<file path="src/rtl/oq_pkg.sv">
// Shared class encoding for the outbound ordering queue.
// Assumes five classes; the class code doubles as the queue index.
package oq_pkg;
    localparam int NCLS = 5;

    typedef enum logic [2:0] {
        CLS_PW = 3'd0,   // posted write
        CLS_RR = 3'd1,   // read request, needs completion
        CLS_WR = 3'd2,   // write request, needs completion
        CLS_WC = 3'd3,   // write completion
        CLS_RC = 3'd4    // read completion
    } oq_cls_e;
endpackage

</file>
<file path="src/rtl/oq_fifo.sv">
// Small in-order queue for one transaction class.
// Assumes DEPTH is a power of two; pop is only asserted while head_valid.
module oq_fifo #(
    parameter int DEPTH = 4,
    parameter int W     = 16
) (
    input  logic         clk,
    input  logic         rst_n,
    input  logic         in_valid,
    output logic         in_ready,
    input  logic [W-1:0] in_data,
    input  logic         pop,
    output logic         head_valid,
    output logic [W-1:0] head_data
);
    localparam int AW = (DEPTH > 1) ? $clog2(DEPTH) : 1;
    localparam int CW = $clog2(DEPTH + 1);

    logic [W-1:0]  mem [DEPTH];
    logic [AW-1:0] wr_ptr, rd_ptr;
    logic [CW-1:0] count;
    logic          push, take;

    assign in_ready   = (count != CW'(DEPTH));
    assign head_valid = (count != '0);
    assign head_data  = mem[rd_ptr];
    assign push       = in_valid && in_ready;
    assign take       = pop && head_valid;

    // Storage write; contents need no reset.
    always_ff @(posedge clk) begin
        if (push) mem[wr_ptr] <= in_data;
    end

    // Pointer and occupancy bookkeeping.
    always_ff @(posedge clk) begin
        if (!rst_n) begin
            wr_ptr <= '0;
            rd_ptr <= '0;
            count  <= '0;
        end else begin
            if (push) wr_ptr <= wr_ptr + AW'(1);
            if (take) rd_ptr <= rd_ptr + AW'(1);
            if (push && !take)      count <= count + CW'(1);
            else if (take && !push) count <= count - CW'(1);
        end
    end
endmodule

</file>
<file path="src/rtl/oq_credit.sv">
// Counts outstanding completion-required requests against a fixed cap.
// Assumes take only happens when credit_ok; a give at zero is dropped.
module oq_credit #(
    parameter int MAX_OUT = 2,
    parameter int CW      = $clog2(MAX_OUT + 1)
) (
    input  logic          clk,
    input  logic          rst_n,
    input  logic          take,
    input  logic          give,
    output logic          credit_ok,
    output logic [CW-1:0] cnt
);
    logic [CW-1:0] nxt;

    assign credit_ok = (cnt < CW'(MAX_OUT));

    // Next count: add on issue, subtract on a return that has something to free.
    always_comb begin
        nxt = cnt;
        if (take) nxt = nxt + CW'(1);
        if (give && (cnt != '0)) nxt = nxt - CW'(1);
    end

    // Counter register.
    always_ff @(posedge clk) begin
        if (!rst_n) cnt <= '0;
        else        cnt <= nxt;
    end
endmodule

</file>
<file path="src/rtl/oq_pick.sv">
// Applies the pass/no-pass matrix to the queue heads and grants the oldest
// eligible one. Assumes stamps of live entries span under half the stamp range.
module oq_pick
    import oq_pkg::*;
#(
    parameter int NQ      = NCLS,
    parameter int STAMP_W = 8
) (
    input  logic [NQ-1:0]              head_valid,
    input  logic [NQ-1:0][STAMP_W-1:0] head_stamp,
    input  logic                       credit_ok,
    output logic                       grant_valid,
    output logic [2:0]                 grant_idx
);
    logic [NQ-1:0] elig;

    generate
        for (genvar c = 0; c < NQ; c++) begin : g_elig
            logic [STAMP_W-1:0] gap;
            logic               pw_before;
            logic               needs_credit;
            // Signed distance from the posted-write head to this head.
            assign gap          = head_stamp[c] - head_stamp[int'(CLS_PW)];
            assign pw_before    = head_valid[int'(CLS_PW)] && !gap[STAMP_W-1] && (gap != '0);
            assign needs_credit = (c == int'(CLS_RR)) || (c == int'(CLS_WR));
            if (c == int'(CLS_PW)) begin : g_pw
                // Posted writes may pass every other class.
                assign elig[c] = head_valid[c];
            end else begin : g_other
                // Others wait behind older posted writes; requests also need a credit.
                assign elig[c] = head_valid[c] && !pw_before && (!needs_credit || credit_ok);
            end
        end
    endgenerate

    // Oldest-stamp search over eligible heads; lowest code wins a tie.
    always_comb begin
        logic [STAMP_W-1:0] best_st;
        logic [STAMP_W-1:0] diff;
        grant_valid = 1'b0;
        grant_idx   = '0;
        best_st     = '0;
        diff        = '0;
        for (int c = 0; c < NQ; c++) begin
            diff = head_stamp[c] - best_st;
            if (elig[c] && (!grant_valid || diff[STAMP_W-1])) begin
                grant_valid = 1'b1;
                grant_idx   = 3'(c);
                best_st     = head_stamp[c];
            end
        end
    end
endmodule

</file>
<file path="src/rtl/oq_outbound_order.sv">
// Outbound ordering queue: per-class queues, ordering-matrix selection and a
// cap on completion-required requests. Assumes stamps rise with arrival.
module oq_outbound_order
    import oq_pkg::*;
#(
    parameter int TAG_W   = 8,
    parameter int STAMP_W = 8,
    parameter int DEPTH   = 4,
    parameter int MAX_OUT = 2
) (
    input  logic                         clk,
    input  logic                         rst_n,
    input  logic [NCLS-1:0]              in_valid,
    output logic [NCLS-1:0]              in_ready,
    input  logic [NCLS-1:0][TAG_W-1:0]   in_tag,
    input  logic [NCLS-1:0][STAMP_W-1:0] in_stamp,
    output logic                         iss_valid,
    input  logic                         iss_ready,
    output logic [2:0]                   iss_class,
    output logic [TAG_W-1:0]             iss_tag,
    output logic [STAMP_W-1:0]           iss_stamp,
    input  logic                         cpl_ret
);
    localparam int EW  = TAG_W + STAMP_W;
    localparam int CRW = $clog2(MAX_OUT + 1);

    logic [NCLS-1:0]              head_valid;
    logic [NCLS-1:0]              pop;
    logic [NCLS-1:0][EW-1:0]      head_data;
    logic [NCLS-1:0][TAG_W-1:0]   head_tag;
    logic [NCLS-1:0][STAMP_W-1:0] head_stamp;
    logic                         fire;
    logic                         req_fire;
    logic                         credit_ok;
    logic [CRW-1:0]               cr_cnt;

    assign fire     = iss_valid && iss_ready;
    assign req_fire = fire && ((iss_class == CLS_RR) || (iss_class == CLS_WR));

    generate
        for (genvar c = 0; c < NCLS; c++) begin : g_q
            oq_fifo #(.DEPTH(DEPTH), .W(EW)) u_q (
                .clk       (clk),
                .rst_n     (rst_n),
                .in_valid  (in_valid[c]),
                .in_ready  (in_ready[c]),
                .in_data   ({in_tag[c], in_stamp[c]}),
                .pop       (pop[c]),
                .head_valid(head_valid[c]),
                .head_data (head_data[c])
            );
            assign head_tag[c]   = head_data[c][EW-1:STAMP_W];
            assign head_stamp[c] = head_data[c][STAMP_W-1:0];
            assign pop[c]        = fire && (iss_class == 3'(c));
        end
    endgenerate

    oq_credit #(.MAX_OUT(MAX_OUT), .CW(CRW)) u_credit (
        .clk      (clk),
        .rst_n    (rst_n),
        .take     (req_fire),
        .give     (cpl_ret),
        .credit_ok(credit_ok),
        .cnt      (cr_cnt)
    );

    oq_pick #(.NQ(NCLS), .STAMP_W(STAMP_W)) u_pick (
        .head_valid (head_valid),
        .head_stamp (head_stamp),
        .credit_ok  (credit_ok),
        .grant_valid(iss_valid),
        .grant_idx  (iss_class)
    );

    // Route the granted head's tag and stamp to the issue port.
    always_comb begin
        iss_tag   = '0;
        iss_stamp = '0;
        for (int c = 0; c < NCLS; c++) begin
            if (iss_class == 3'(c)) begin
                iss_tag   = head_tag[c];
                iss_stamp = head_stamp[c];
            end
        end
    end
endmodule

</file>
<file path="config.mk">
export PLATFORM = sky130hd
export DESIGN_NAME = oq_outbound_order
export DESIGN_NICKNAME = d
export VERILOG_FILES = /design/src/rtl/oq_pkg.sv /design/src/rtl/oq_fifo.sv /design/src/rtl/oq_credit.sv /design/src/rtl/oq_pick.sv /design/src/rtl/oq_outbound_order.sv
export SDC_FILE = /design/constraint.sdc
export NUM_CORES = 1
export LEC_CHECK = 0
export BUFFER_PORTS_ARGS = -buffer_cell sky130_fd_sc_hd__clkbuf_2
export CORE_MARGIN = 10
export CORE_UTILIZATION = 66
export DETAILED_ROUTE_END_ITERATION = 16
export PLACE_DENSITY = 0.95
export REMOVE_ABC_BUFFERS = 1
export SLEW_MARGIN = 20
export SYNTH_ARGS = -nofsm -noshare
export SYNTH_HDL_FRONTEND = slang
export SYNTH_SLANG_ARGS = --single-unit
</file>
<file path="constraint.sdc">
create_clock -name clk -period 33 [get_ports clk]
set_input_delay 0 -clock clk [delete_from_list [all_inputs] [get_ports clk]]
set_output_delay 0 -clock clk [all_outputs]
set_load 0.03 [all_outputs]
</file>
# Word level (Yosys, flattened, before mapping)
# Memory sizes are Yosys's and may differ from the RTL's. A register that Yosys moved wholly into a read port is not among the register bits.
# Cells that the tools add are included.
[totals]
mem_bits_rw = 320
out_inout_bits = 25
n_memories = 5
regBits = 37
[op_classes]
reduce_logical = 89
order_cmp = 1
muxes = 55
add_sub_neg = 30
eq_ne = 9
[memory_table]
columns = ["name", "depth", "word_bits", "read_ports", "rd_clocked_by_memory_dff", "write_ports", "line_no", "text"]
rows = [
  ["g_q[0].u_q.mem", 4, 16, 1, 1, 1, "oq_fifo.sv:19", "logic [W-1:0] mem [DEPTH];"],
  ["g_q[1].u_q.mem", 4, 16, 1, 1, 1, "oq_fifo.sv:19", ""],
  ["g_q[2].u_q.mem", 4, 16, 1, 1, 1, "oq_fifo.sv:19", ""],
  ["g_q[3].u_q.mem", 4, 16, 1, 1, 1, "oq_fifo.sv:19", ""],
  ["g_q[4].u_q.mem", 4, 16, 1, 1, 1, "oq_fifo.sv:19", ""],
]
[op_table]
columns = ["cell", "n"]
rows = [
  ["$mux 8", 14],
  ["$sub 8x8->8", 8],
  ["$logic_and 1x1->1", 46],
  ["$mux 3", 13],
  ["$reduce_bool 8->1", 4],
  ["$mux 2", 12],
  ["$add 2x1->2 const B", 11],
  ["$logic_not 1->1", 22],
  ["$mux 1", 16],
  ["$add 3x1->3 const B", 5],
  ["$ne 3x3->1 const B", 5],
  ["$reduce_bool 3->1", 5],
  ["$sub 3x1->3 const B", 5],
  ["$reduce_bool 2->1", 6],
  ["$eq 3x2->1 const B", 2],
  ["$logic_or 1x1->1", 5],
  ["$eq 3x1->1 const B", 1],
  ["$eq 3x3->1 const B", 1],
  ["$logic_not 3->1", 1],
  ["$lt 2x2->1 const B", 1],
  ["$sub 2x1->2 const B", 1],
]

# Logic depth before layout (Yosys ltp)
[depth]
ltp_word = 27
mapped_depth = 61
depth_no_buf = 56

# Modules after synthesis
# From an unflattened synthesis, not the netlist that was laid out.
[hier_totals]
cells_unflattened = 1130
area_unflattened_um2 = 17674.5
[by_module_without_submodules]
columns = ["mod", "seq_area_each_um2", "cells_each", "instances", "area_each_um2"]
rows = [
  ["oq_fifo", 2102.0, 132, 5, 2841.5],
  ["oq_pick", 0.0, 340, 1, 2519.9],
  ["oq_outbound_order", 0.0, 112, 1, 794.5],
  ["oq_credit", 40.0, 18, 1, 152.6],
]

# Worst setup path before layout
# No wires, ideal clock.
[synth_timing]
kind = "register to register"
from = "reg (tool-made name)"
to = "reg g_q[0].u_q.count[2]"
synth_period_minus_slack_ns = 12.685
setup_slack_ns = 20.315
path_stages_with_launch = 60
t_arrival_ns = 12.610
t_required_ns = 32.924
path_buffers = 9
cell_sequence = "dfxtp_1 buf_6 buf_1 mux4_2 fa_1 nand2b_1 a2111oi_0 a311oi_1 o2111a_1 o32a_1 clkbuf_1 nor2_1 nand2_1 nand2_1 inv_1 ha_1 a21o_1 a21o_1 (+24 left out) a21oi_1 nor2b_1 o21ai_0 nand3_1 nor4_1 nor3_1 mux2i_1 nor3_1 or3_1 buf_2 clkbuf_1 nand2b_1 ha_1 inv_1 fa_1 xor2_1 or3_1 a21boi_0"
[synth_rtl]
columns = ["item", "line_no", "text"]
rows = [
  ["to (signal assigned)", "oq_fifo.sv:44", "if (push && !take) count <= count + CW'(1);"],
  ["to (signal assigned)", "oq_fifo.sv:45", "else if (take && !push) count <= count - CW'(1);"],
  ["to (decl)", "oq_fifo.sv:21", "logic [CW-1:0] count;"],
]

==> impl_metrics.py <==
metrics = {
    "yosys": {
        "ys_warn_count": 0,
        "syn_area_sq_mm": 0.0173,
        "netlist_instances": 1189,
        "synth-seq-cells": 367,
        "ys_seq_area_share_pct": 60.9,
        "synth-main-ff-cell": "edfxtp_1",
        "synth_edf_count": 320,
        "avgSynthCellArea_sq_um": 14.6,
        "synthDistinctLibCells": 71,
        "ys_async_sr_fraction_pct": 0,
    },
    "clock_tree": {
        "cts_sinks": 367,
        "cts_root_buf": "clkbuf_16",
        "htree_levels": 2,
        "cts_buffer_depth": 3,
        "insertion_delay_ns": 0.54,
        "path_clk_slew_ns": 0.06,
        "ctsResizeCount": 0,
        "cts_tree": "built",
        "cts_hold_buf": 81,
        "cts_buffers": 36,
        "post-cts-setup-buffers": 0,
    },
    "routing": {
        "vias": 11700,
        "drtPass1Iterations": 6,
        "vias_per_cell": 6.71,
        "drt-wirelength-per-cell_microns": 27.1,
        "antenna_left": 0,
        "drt_wl_total_microns": 47100,
        "drt_iter0_markers": 1610,
        "post-route-drc-count": 0,
    },
    "timing": {
        "finalCritPeriodShare_pct": 45.0,
        "fmax_ghz": 0.0674,
        "setup_violations": 0,
        "drv_slew": 0,
        "rsz0062_at_grt": "false",
        "slew_headroom_pct": 14.4,
        "worst_pin_slew_ns": 1.28,
        "setup-tns-final_ns": 0,
        "fin_crit_ns": 14.83,
        "hold_violations": 0,
        "finClkSkew_ns": 0.0294,
    },
    "grt": {
        "grt_max_degree": 47,
        "grt_pass1_wl_microns": 71500,
        "antenna_found_initial": 0,
        "overflow": 0,
        "grt_pass1_vias": 11900,
        "grt_usage_pct": 28.0,
    },
    "placement": {
        "hpwl_microns": 30100,
        "globalplace.congestion": 0.996,
        "io_buffers": 113,
    },
    "worst_setup_path": {
        "cp.arrival_ns": 15.28,
        "required_ns": 33.44,
        "reg2reg_setup_slack_ns": 18.17,
        "end_kind": "register",
        "endpoint": "g_q[4].u_q.count[2]",
        "reg2reg_depth": 56,
        "crit_path_max_fanout": 42,
        "critPathKind": "reg -> reg",
        "path_common_cell": "nand2_1",
        "slowest_delay_ns": 1.09,
        "regToRegEndpoint": "g_q[4].u_q.count[2]",
        "cpMaxStageDelayCell": "a2111oi_1",
        "start_kind": "register",
    },
    "die": {
        "ios": 114,
        "placementRows": 59,
        "core_area_sq_mm": 0.0259,
        "initial_utilization_pct": 66.8,
        "die-area_sq_mm": 0.0331,
        "die_y_microns": 182,
        "dieWidth_microns": 182,
    },
    "cells_and_area": {
        "fillCellCount": 1360,
        "drive_gt1_share_pct": 19.0,
        "syn_to_final_growth_pct": 15.8,
        "layout_commonest_cell": "edfxtp_1",
        "finalNetCount": 1550,
        "num_antenna_cells": 0,
        "layout_common_cells": "edfxtp_1 (320), clkbuf_2 (113), nand2_1 (93)",
    },
    "flow_run": {
        "maxCapViolCount": 0,
    },
    "hold_path": {
        "min_from": "in_valid[1]",
        "worstHoldPathType": "in -> reg",
    },
    "run_status": {
        "outcome": "finished, final reports clean",
    },
}
## worst min-delay path by stage
stage	endpoint	slack (ns)	cells after the start
6_report	g_q[1].u_q.wr_ptr[1]	0.02	4
2_1_floorplan	g_q[0].u_q.mem[0][0]	0.1	0
3_5_place_dp	g_q[2].u_q.mem[3][14]	0.22	1
3_3_place_gp	g_q[2].u_q.mem[1][10]	0.21	1
5_1_grt	g_q[1].u_q.wr_ptr[1]	0.06	4
4_1_cts	g_q[1].u_q.wr_ptr[1]	0.01	4
## metal layers
layer	wire length (microns)	GRT usage [%]	up-vias
li1	-	-	4947
met1	16600	34.8	5664
met2	23100	45.6	851
met3	4730	6.54	200
met4	2550	13.5	0
met5	0	0	-
## cell families (layout without fill, tap and decap cells)
| group | after synthesis | in the layout | share of synthesized area, % |
|---|---|---|---|
| DFF | 367 | 367 | 60.9 |
| adders and majority gates | 87 | 87 | 6.68 |
| AOI/OAI and AO/OA | 188 | 188 | 7.54 |
| buffers and inverters | 103 | 316 | 2.54 |
| xor gates and xnor gates | 44 | 44 | 2.23 |
| muxes | 101 | 101 | 11.6 |
| and+or+nand+nor | 299 | 299 | 8.46 |
## registers in the layout (all words and copies together), names as in the netlist, named ones only
signal and count:
g_q.u_q.count 15, g_q.u_q.mem 320, g_q.u_q.rd_ptr 10, g_q.u_q.wr_ptr 10, u_credit.cnt 2
## worst max-delay path: cells and delay by family, from the launching register on
family	cells	cell delay (ns)
AO/OA/AOI/OAI	20	5.40
multiplexers	2	0.85
XOR/XNOR	3	0.65
AND/OR/NAND/NOR	19	3.60
buffers and inverters	5	1.11
flip-flops	1	0.86
adder cells (fa/ha/maj)	7	2.22
## Yosys cell counts (8+ instances only)
| cell | count | area share [%] |
|---|---|---|
| xnor2_1 | 27 | 1.4 |
| mux4_2 | 80 | 10 |
| nand2_1 | 93 | 2.0 |
| nand4_1 | 8 | 0.29 |
| nor3_1 | 15 | 0.43 |
| mux2i_1 | 19 | 1.1 |
| inv_1 | 46 | 1.0 |
| nor2b_1 | 21 | 0.76 |
| o21a_1 | 17 | 0.74 |
| ha_1 | 78 | 5.6 |
| clkbuf_1 | 38 | 0.82 |
| xor2_1 | 17 | 0.86 |
| or3_1 | 11 | 0.40 |
| o21ai_0 | 35 | 1.0 |
| fa_1 | 9 | 1.0 |
| and3_1 | 23 | 0.83 |
| nand2b_1 | 16 | 0.58 |
| nand3_1 | 14 | 0.40 |
| a21oi_1 | 45 | 1.3 |
| a21o_1 | 8 | 0.35 |
| dfxtp_1 | 47 | 5.4 |
| nor2_1 | 63 | 1.4 |
| a311oi_1 | 12 | 0.61 |
| edfxtp_1 | 320 | 55 |
| and2_1 | 15 | 0.54 |
## layout make-up
| cell class | instances | area (sq um) | area share, % |
|---|---|---|---|
| Timing Repair Buffer | 203 | 1440 | 7.20 |
| Clock buffer | 45 | 945 | 4.71 |
| Tap cell | 335 | 419 | 2.09 |
| Inverter | 47 | 179 | 0.892 |
| Multi-Input combinational cell | 719 | 6330 | 31.6 |
| Clock inverter | 21 | 188 | 0.936 |
| Sequential cell | 367 | 10600 | 52.6 |
## metrics by stage
step           utilization [%]  hold WS, ns  setup WS [ns]  instance area [sq um]  cells
3_5_place_dp              69.9        0.219          18.64                  18100   1590
3_3_place_gp              69.9        0.214          19.32                  18100   1590
4_1_cts                   77.4       0.0130          18.35                  20100   1737
6_report                  77.4       0.0239          18.17                  20100   1737
2_1_floorplan                -       0.0989          18.88                  17100   1133
5_1_grt                   77.4       0.0583          17.23                  20100   1737
Power is not shown: default switching activity piles up to over one toggle a cycle in this logic, so the estimate is an artifact.
